==> config.mk <==
export PLATFORM = sky130hd
export DESIGN_NAME = bg_tile_fetch
export DESIGN_NICKNAME = d
export VERILOG_FILES = /design/src/rtl/bg_tile_fetch.sv
export SDC_FILE = /design/constraint.sdc
export NUM_CORES = 1
export LEC_CHECK = 0
export CAP_MARGIN = 5
export CORE_UTILIZATION = 50
export DETAILED_ROUTE_END_ITERATION = 16
export GPL_TIMING_DRIVEN = 0
export PLACE_DENSITY_LB_ADDON = 0.15
export SKIP_LAST_GASP = 1
export SLEW_MARGIN = 10
export SYNTH_ARGS = -nofsm -noshare
export SYNTH_HDL_FRONTEND = slang
export SYNTH_SLANG_ARGS = --single-unit
==> constraint.sdc <==
create_clock -name clk -period 11.1 [get_ports clk]
set_input_delay 2.22 -clock clk [delete_from_list [all_inputs] [get_ports clk]]
set_output_delay 2.22 -clock clk [all_outputs]
set_load 0.05 [all_outputs]
==> src/rtl/bg_tile_fetch.sv <==
module bg_tile_fetch #(
  parameter int XW = 10,
  parameter int YW = 9,
  parameter int TILES_X = 40,
  parameter int TILES_Y = 30,
  parameter int WORDS_PER_TILE = 52,
  parameter int AADDR_W = 11,
  parameter int TADDR_W = 16
) (
  input  logic               clk,
  input  logic               rst,
  input  logic               oe,
  input  logic [XW-1:0]      scr_x,
  input  logic [YW-1:0]      scr_y,
  input  logic [XW-1:0]      scroll_x,
  input  logic [YW-1:0]      scroll_y,
  output logic [AADDR_W-1:0] attr_addr,
  input  logic [14:0]        attr_data,
  output logic [TADDR_W-1:0] tile_addr,
  input  logic [14:0]        tile_data,
  output logic [5:0]         cidx
);
  localparam int TS = 16;
  localparam int SLOTS = 5;
  localparam int CANVAS_W = TILES_X * TS;
  localparam int CANVAS_H = TILES_Y * TS;
  localparam int B_MIRROR_Y = 14;
  localparam int B_MIRROR_X = 13;

  logic [31:0] cx, cy;
  logic [3:0]  lx_r, ly_r, fx, fy;
  logic [7:0]  pix;
  logic [2:0]  pal_r, slot_r;

  assign cx = (32'(scr_x) + 32'(scroll_x)) % CANVAS_W;
  assign cy = (32'(scr_y) + 32'(scroll_y)) % CANVAS_H;
  assign attr_addr = AADDR_W'((cy / TS) * TILES_X + cx / TS);

  assign fx  = attr_data[B_MIRROR_X] ? ~lx_r : lx_r;
  assign fy  = attr_data[B_MIRROR_Y] ? ~ly_r : ly_r;
  assign pix = {fy, fx};
  assign tile_addr = TADDR_W'(32'(attr_data[9:0]) * WORDS_PER_TILE + 32'(pix) / SLOTS);

  always_ff @(posedge clk) begin
    if (rst) begin
      lx_r   <= '0;
      ly_r   <= '0;
      pal_r  <= '0;
      slot_r <= '0;
      cidx   <= '0;
    end else begin
      lx_r   <= 4'(cx % TS);
      ly_r   <= 4'(cy % TS);
      pal_r  <= attr_data[12:10];
      slot_r <= 3'(32'(pix) % SLOTS);
      cidx   <= oe ? {pal_r, tile_data[3*slot_r +: 3]} : 6'd0;
    end
  end
endmodule


# Yosys cells after proc, flatten, opt, wreduce, memory -nomap -nowiden
# Index checks and enable logic that the tools add are counted.
classes:
  n_mul: 3
  add_sub_neg: 4
  n_reduce_logical: 1
  div_mod_pow: 4
  n_shift: 1
  mux: 2
  bitwise: 3
ops:
  columns: ["cell", "n"]
  rows:
  - ["8-bit by 3-bit divider with 32-bit output (second input constant)", 1]
  - ["32-bit by 10-bit remainder unit with 32-bit output (second input constant)", 1]
  - ["32-bit by 9-bit remainder unit with 32-bit output (second input constant)", 1]
  - ["8-bit by 3-bit remainder unit with 32-bit output (second input constant)", 1]
  - ["28-bit by 3-bit multiplier with 8-bit output (second input constant)", 1]
  - ["16-bit adder", 1]
  - ["15-bit by 6-bit indexed part select with 3-bit output", 1]
  - ["10-bit by 4-bit multiplier with 14-bit output (second input constant)", 1]
  - ["10-bit by 10-bit adder with 11-bit output", 1]
  - ["11-bit adder", 1]
  - ["9-bit by 9-bit adder with 10-bit output", 1]
  - ["4-bit 2-to-1 mux", 2]
  - ["4-bit inverter", 2]
  - ["2-bit by 3-bit multiplier with 5-bit output (first input constant)", 1]
  - ["2-bit OR reduction", 1]
  - ["1-bit inverter", 1]
word_totals:
  word_cells: 23
  register_bits: 20
  inputBits: 71
  out_inout_bits: 33

# Logic depth before layout (Yosys ltp)
depth:
  word_depth: 4
  ltp_mapped: 29
  mapped_depth_nobuf: 29

# Worst setup path before layout
# Ideal clock, no wire load.
synth_timing:
  path_kind: "in2out"
  from: "input port scr_y[1]"
  to: "output port attr_addr[10]"
  t_arrival_ns: 7.601
  required_ns: 8.880
  path_buffers: 0
  path_slack_ns: 1.279
  cell_stages: 27
  cell_sequence: "ha_1 > a21o_1 > a21oi_1 > o21ai_0 > a21oi_1 > o21bai_1 > a21oi_1 > nor2b_1 > o21ai_0 > nor2b_1 > inv_1 > ha_1 > nand2b_1 > nor3_1 > a21oi_1 > o32ai_1 > ha_1 > ha_1 > inv_1 > fa_1 > inv_1 > ha_1 > a21oi_1 > o21bai_1 > a21oi_1 > xnor2_1 > xnor2_1"
synth_between:
  elab_chain_cells: 4
synth_lines:
  columns: ["element", "line_no", "source"]
  rows:
  - ["from (decl)", "14", "input logic [YW-1:0] scr_y,"]
  - ["9-bit by 9-bit adder with 10-bit output", "36", "assign cy = (32'(scr_y) + 32'(scroll_y)) % CANVAS_H;"]
  - ["32-bit by 9-bit remainder unit with 32-bit output", "36", null]
  - ["28-bit by 3-bit multiplier with 8-bit output", "37", "assign attr_addr = AADDR_W'((cy / TS) * TILES_X + cx / TS);"]
  - ["11-bit adder", "37", null]
  - ["to (decl)", "17", "output logic [AADDR_W-1:0] attr_addr,"]
# No other way between the ends.

# Worst setup path in the final report
layout_timing:
  from: "input port scr_y[0]"
  to: "output port attr_addr[9]"
# The elaborated chain is that of the path after synthesis.

==> results.py <==
metrics = {
    "cells_and_area": {
        "area_delta_synth_final_pct": 27.7,
        "final_common_cell": "clkdlybuf4s50_1",
        "drive_gt1_share_pct": 4.48,
        "layout_common_cells": "99 x clkdlybuf4s50_1, 68 x ha_1, 66 x inv_1",
        "n_fill_cell": 709,
        "antenna_cells": 0,
        "nNetsFinal": 821,
        "fin_area_um2": 5620,
    },
    "setup_path": {
        "start_kind": "input pin",
        "slowest_delay_ps": 820,
        "crit_type": "input pin to output pin",
        "crit_arrival_ps": 8620,
        "path_common_cell": "ha_1",
        "crit_required_ps": 8880,
        "crit_fanout": 6,
        "cp_slowest_cell": "clkdlybuf4s50_1",
        "worst_setup_path_end_kind": "output pin",
    },
    "die": {
        "rows": 33,
        "start_util_pct": 52.5,
        "chipHeight_um": 95.8,
        "io_pins": 104,
        "die_x_um": 95.8,
        "core-area_um2": 8380,
        "die_area_um2": 9180,
    },
    "clock_tree": {
        "root_buffer": "clkbuf_8",
        "numCtsBuffers": 3,
        "ctsHtreeMaxLevel": 1,
        "clkSinkCount": 20,
        "cts_tree": "yes",
        "insertion_delay_ps": 260,
        "clk_pin_slew_ps": 70,
        "postCtsSetupRepairBufs": 0,
        "hold_buffers": 0,
        "clk_path_buf_depth": 2,
    },
    "timing": {
        "fin_crit_ps": 10840,
        "skew_ps": 3.44,
        "drv_slew": 0,
        "layout_setup_ws_ps": 261,
        "slew_headroom_pct": 61.6,
        "finalHoldViolCount": 0,
        "hold_ws_ps": 439,
        "fin_crit_sh_pct": 97.6,
        "tightestPinTransition_ps": 572,
        "rsz0062_at_grt": "yes",
        "fmax_mhz": 92.3,
        "setup_viol": 0,
    },
    "drt": {
        "antenna_left": 0,
        "wl_um": 10300,
        "wl_per_cell_um": 13.3,
        "drt_iter0_markers": 206,
        "routed_via_density": 5.65,
        "drt-pass1-iter-count": 5,
        "drc_errors": 0,
        "vias": 4371,
    },
    "global_route": {
        "grt_max_degree": 13,
        "grt-ovfl-total": 0,
        "grt_pass1_vias": 4066,
        "grt_pass1_wl_um": 16900,
        "antenna_found_initial": 0,
        "grtUsageTotal_pct": 22.6,
    },
    "power_and_ir_drop": {
        "p_leak_nw": 2.58,
        "finalPower_mw": 1.21,
        "powerDensity_nw_per_um2": 215,
        "ir_drop_v": 0.000627,
    },
    "logic_synthesis": {
        "synth_top_cell_by_area": "ha_1",
        "synth-edff-count": 0,
        "syn-instance-count": 564,
        "yosys_warnings": 0,
        "syn_avg_cell_area_um2": 7.80,
        "synth_nets": 715,
        "ys_seq_area_share_pct": 9.10,
        "synthTopCellsByArea": "ha_1 19%, dfxtp_1 9.1%, xnor2_1 8.2%",
        "synthFlopType": "dfxtp_1",
        "synth_area_um2": 4400,
        "synth.top_cell.area_share_pct": 19.3,
        "ys_ff_latch": 20,
        "synth_cell_types": 72,
        "async_flop_share_pct": 0,
    },
    "place": {
        "postPlaceCellArea_um2": 5540,
        "dpl.hpwl_um": 8900,
        "post-place-ws_ps": -73.1,
        "port_buffers": 101,
        "place_congestion": 0.883,
    },
    "status": {
        "outcome": "complete, no violations",
    },
    "worst_hold_path": {
        "hold_path.class": "flip-flop to flip-flop",
    },
    "run": {
        "cap_viol_max_count": 0,
    },
}
cell type report:
class,instances,area [µm²],share of cell area [%]
Tap cell,105,131,2.34
Inverter,68,255,4.54
Buffer,17,87.6,1.56
Clock buffer,3,41.3,0.735
Clock inverter,1,30.0,0.534
Sequential cell,20,400,7.13
Multi-Input combinational cell,459,3660,65.2
Timing Repair Buffer,101,1010,18.0
worst max-delay path, delay by kind of cell:
| family | cells | cell delay [ps] |
|---|---|---|
| adder cells (fa/ha/maj) | 7 | 2020 |
| AND/OR/NAND/NOR | 5 | 920 |
| buffers and inverters | 6 | 1690 |
| XOR/XNOR | 2 | 450 |
| AO/OA/AOI/OAI | 9 | 1300 |
worst paths after layout:
kind / start / end / slack (ps) / cells past startpoint
worst max-delay path: scr_y[0] / attr_addr[9] / 260 / 29
worst min-delay path: pal_r[0]$_SDFF_PP0_ / cidx[3]$_SDFF_PP0_ / 440 / 1
worst max register to register: ly_r[3]$_SDFF_PP0_ / slot_r[0]$_SDFF_PP0_ / 6320 / 17
worst min register to register: pal_r[0]$_SDFF_PP0_ / cidx[3]$_SDFF_PP0_ / 440 / 1
state kept, by name (all words and copies together), names as in the netlist:
register / count
cidx: 6
lx_r: 4
ly_r: 4
pal_r: 3
slot_r: 3
per-stage QoR:
step / std cells / setup TNS, ps / utilization [%]
2_1_floorplan: 564 / 0 / -
3_3_place_gp: 770 / 0 / 66.1
3_5_place_dp: 770 / -73.1 / 66.1
4_1_cts: 774 / 0 / 67.0
5_1_grt: 774 / -208 / 67.0
6_report: 774 / 0 / 67.0
power by group:
part           total (mW)  switching [mW]  internal [mW]
Clock              0.0725          0.0244         0.0482
Sequential         0.0905         0.00872         0.0818
Combinational        1.05           0.644          0.403
metal layers:
metal	global-route usage, %	share of wire (%)	up-vias	wire length, µm
li1	-	-	2202	-
met2	44.8	53	151	5440
met3	0.790	4.3	20	440
met5	0	0	-	0
met1	25.9	41	1998	4210
met4	6.72	2.2	0	227
synthesized netlist by cell type (7+ instances only):
cell type,instances
ha_1,68
inv_1,66
a21oi_1,56
xnor2_1,41
nor2_1,35
nand2_1,24
dfxtp_1,20
nor2b_1,18
xor2_1,18
a21o_1,17
o21ai_0,17
nand2b_1,16
nand3_1,16
fa_1,12
o21bai_1,9
mux2i_1,7
o21ai_1,7
o22ai_1,7
logic make-up after synthesis:
group                    synth area share, %
adder cells (fa/ha/maj)                 25.0
flip-flops                              9.10
multiplexers                            3.64
buffers and inverters                   7.79
AO/OA/AOI/OAI                           23.4
XOR/XNOR                                12.5
AND/OR/NAND/NOR                         18.6
what timing repair did:
action,4_1_cts,5_1_grt
resized for setup,1,2
endpoints found under the setup margin,1,4
pin swaps,0,0
Note: power is estimated with default switching activity, not from simulation.
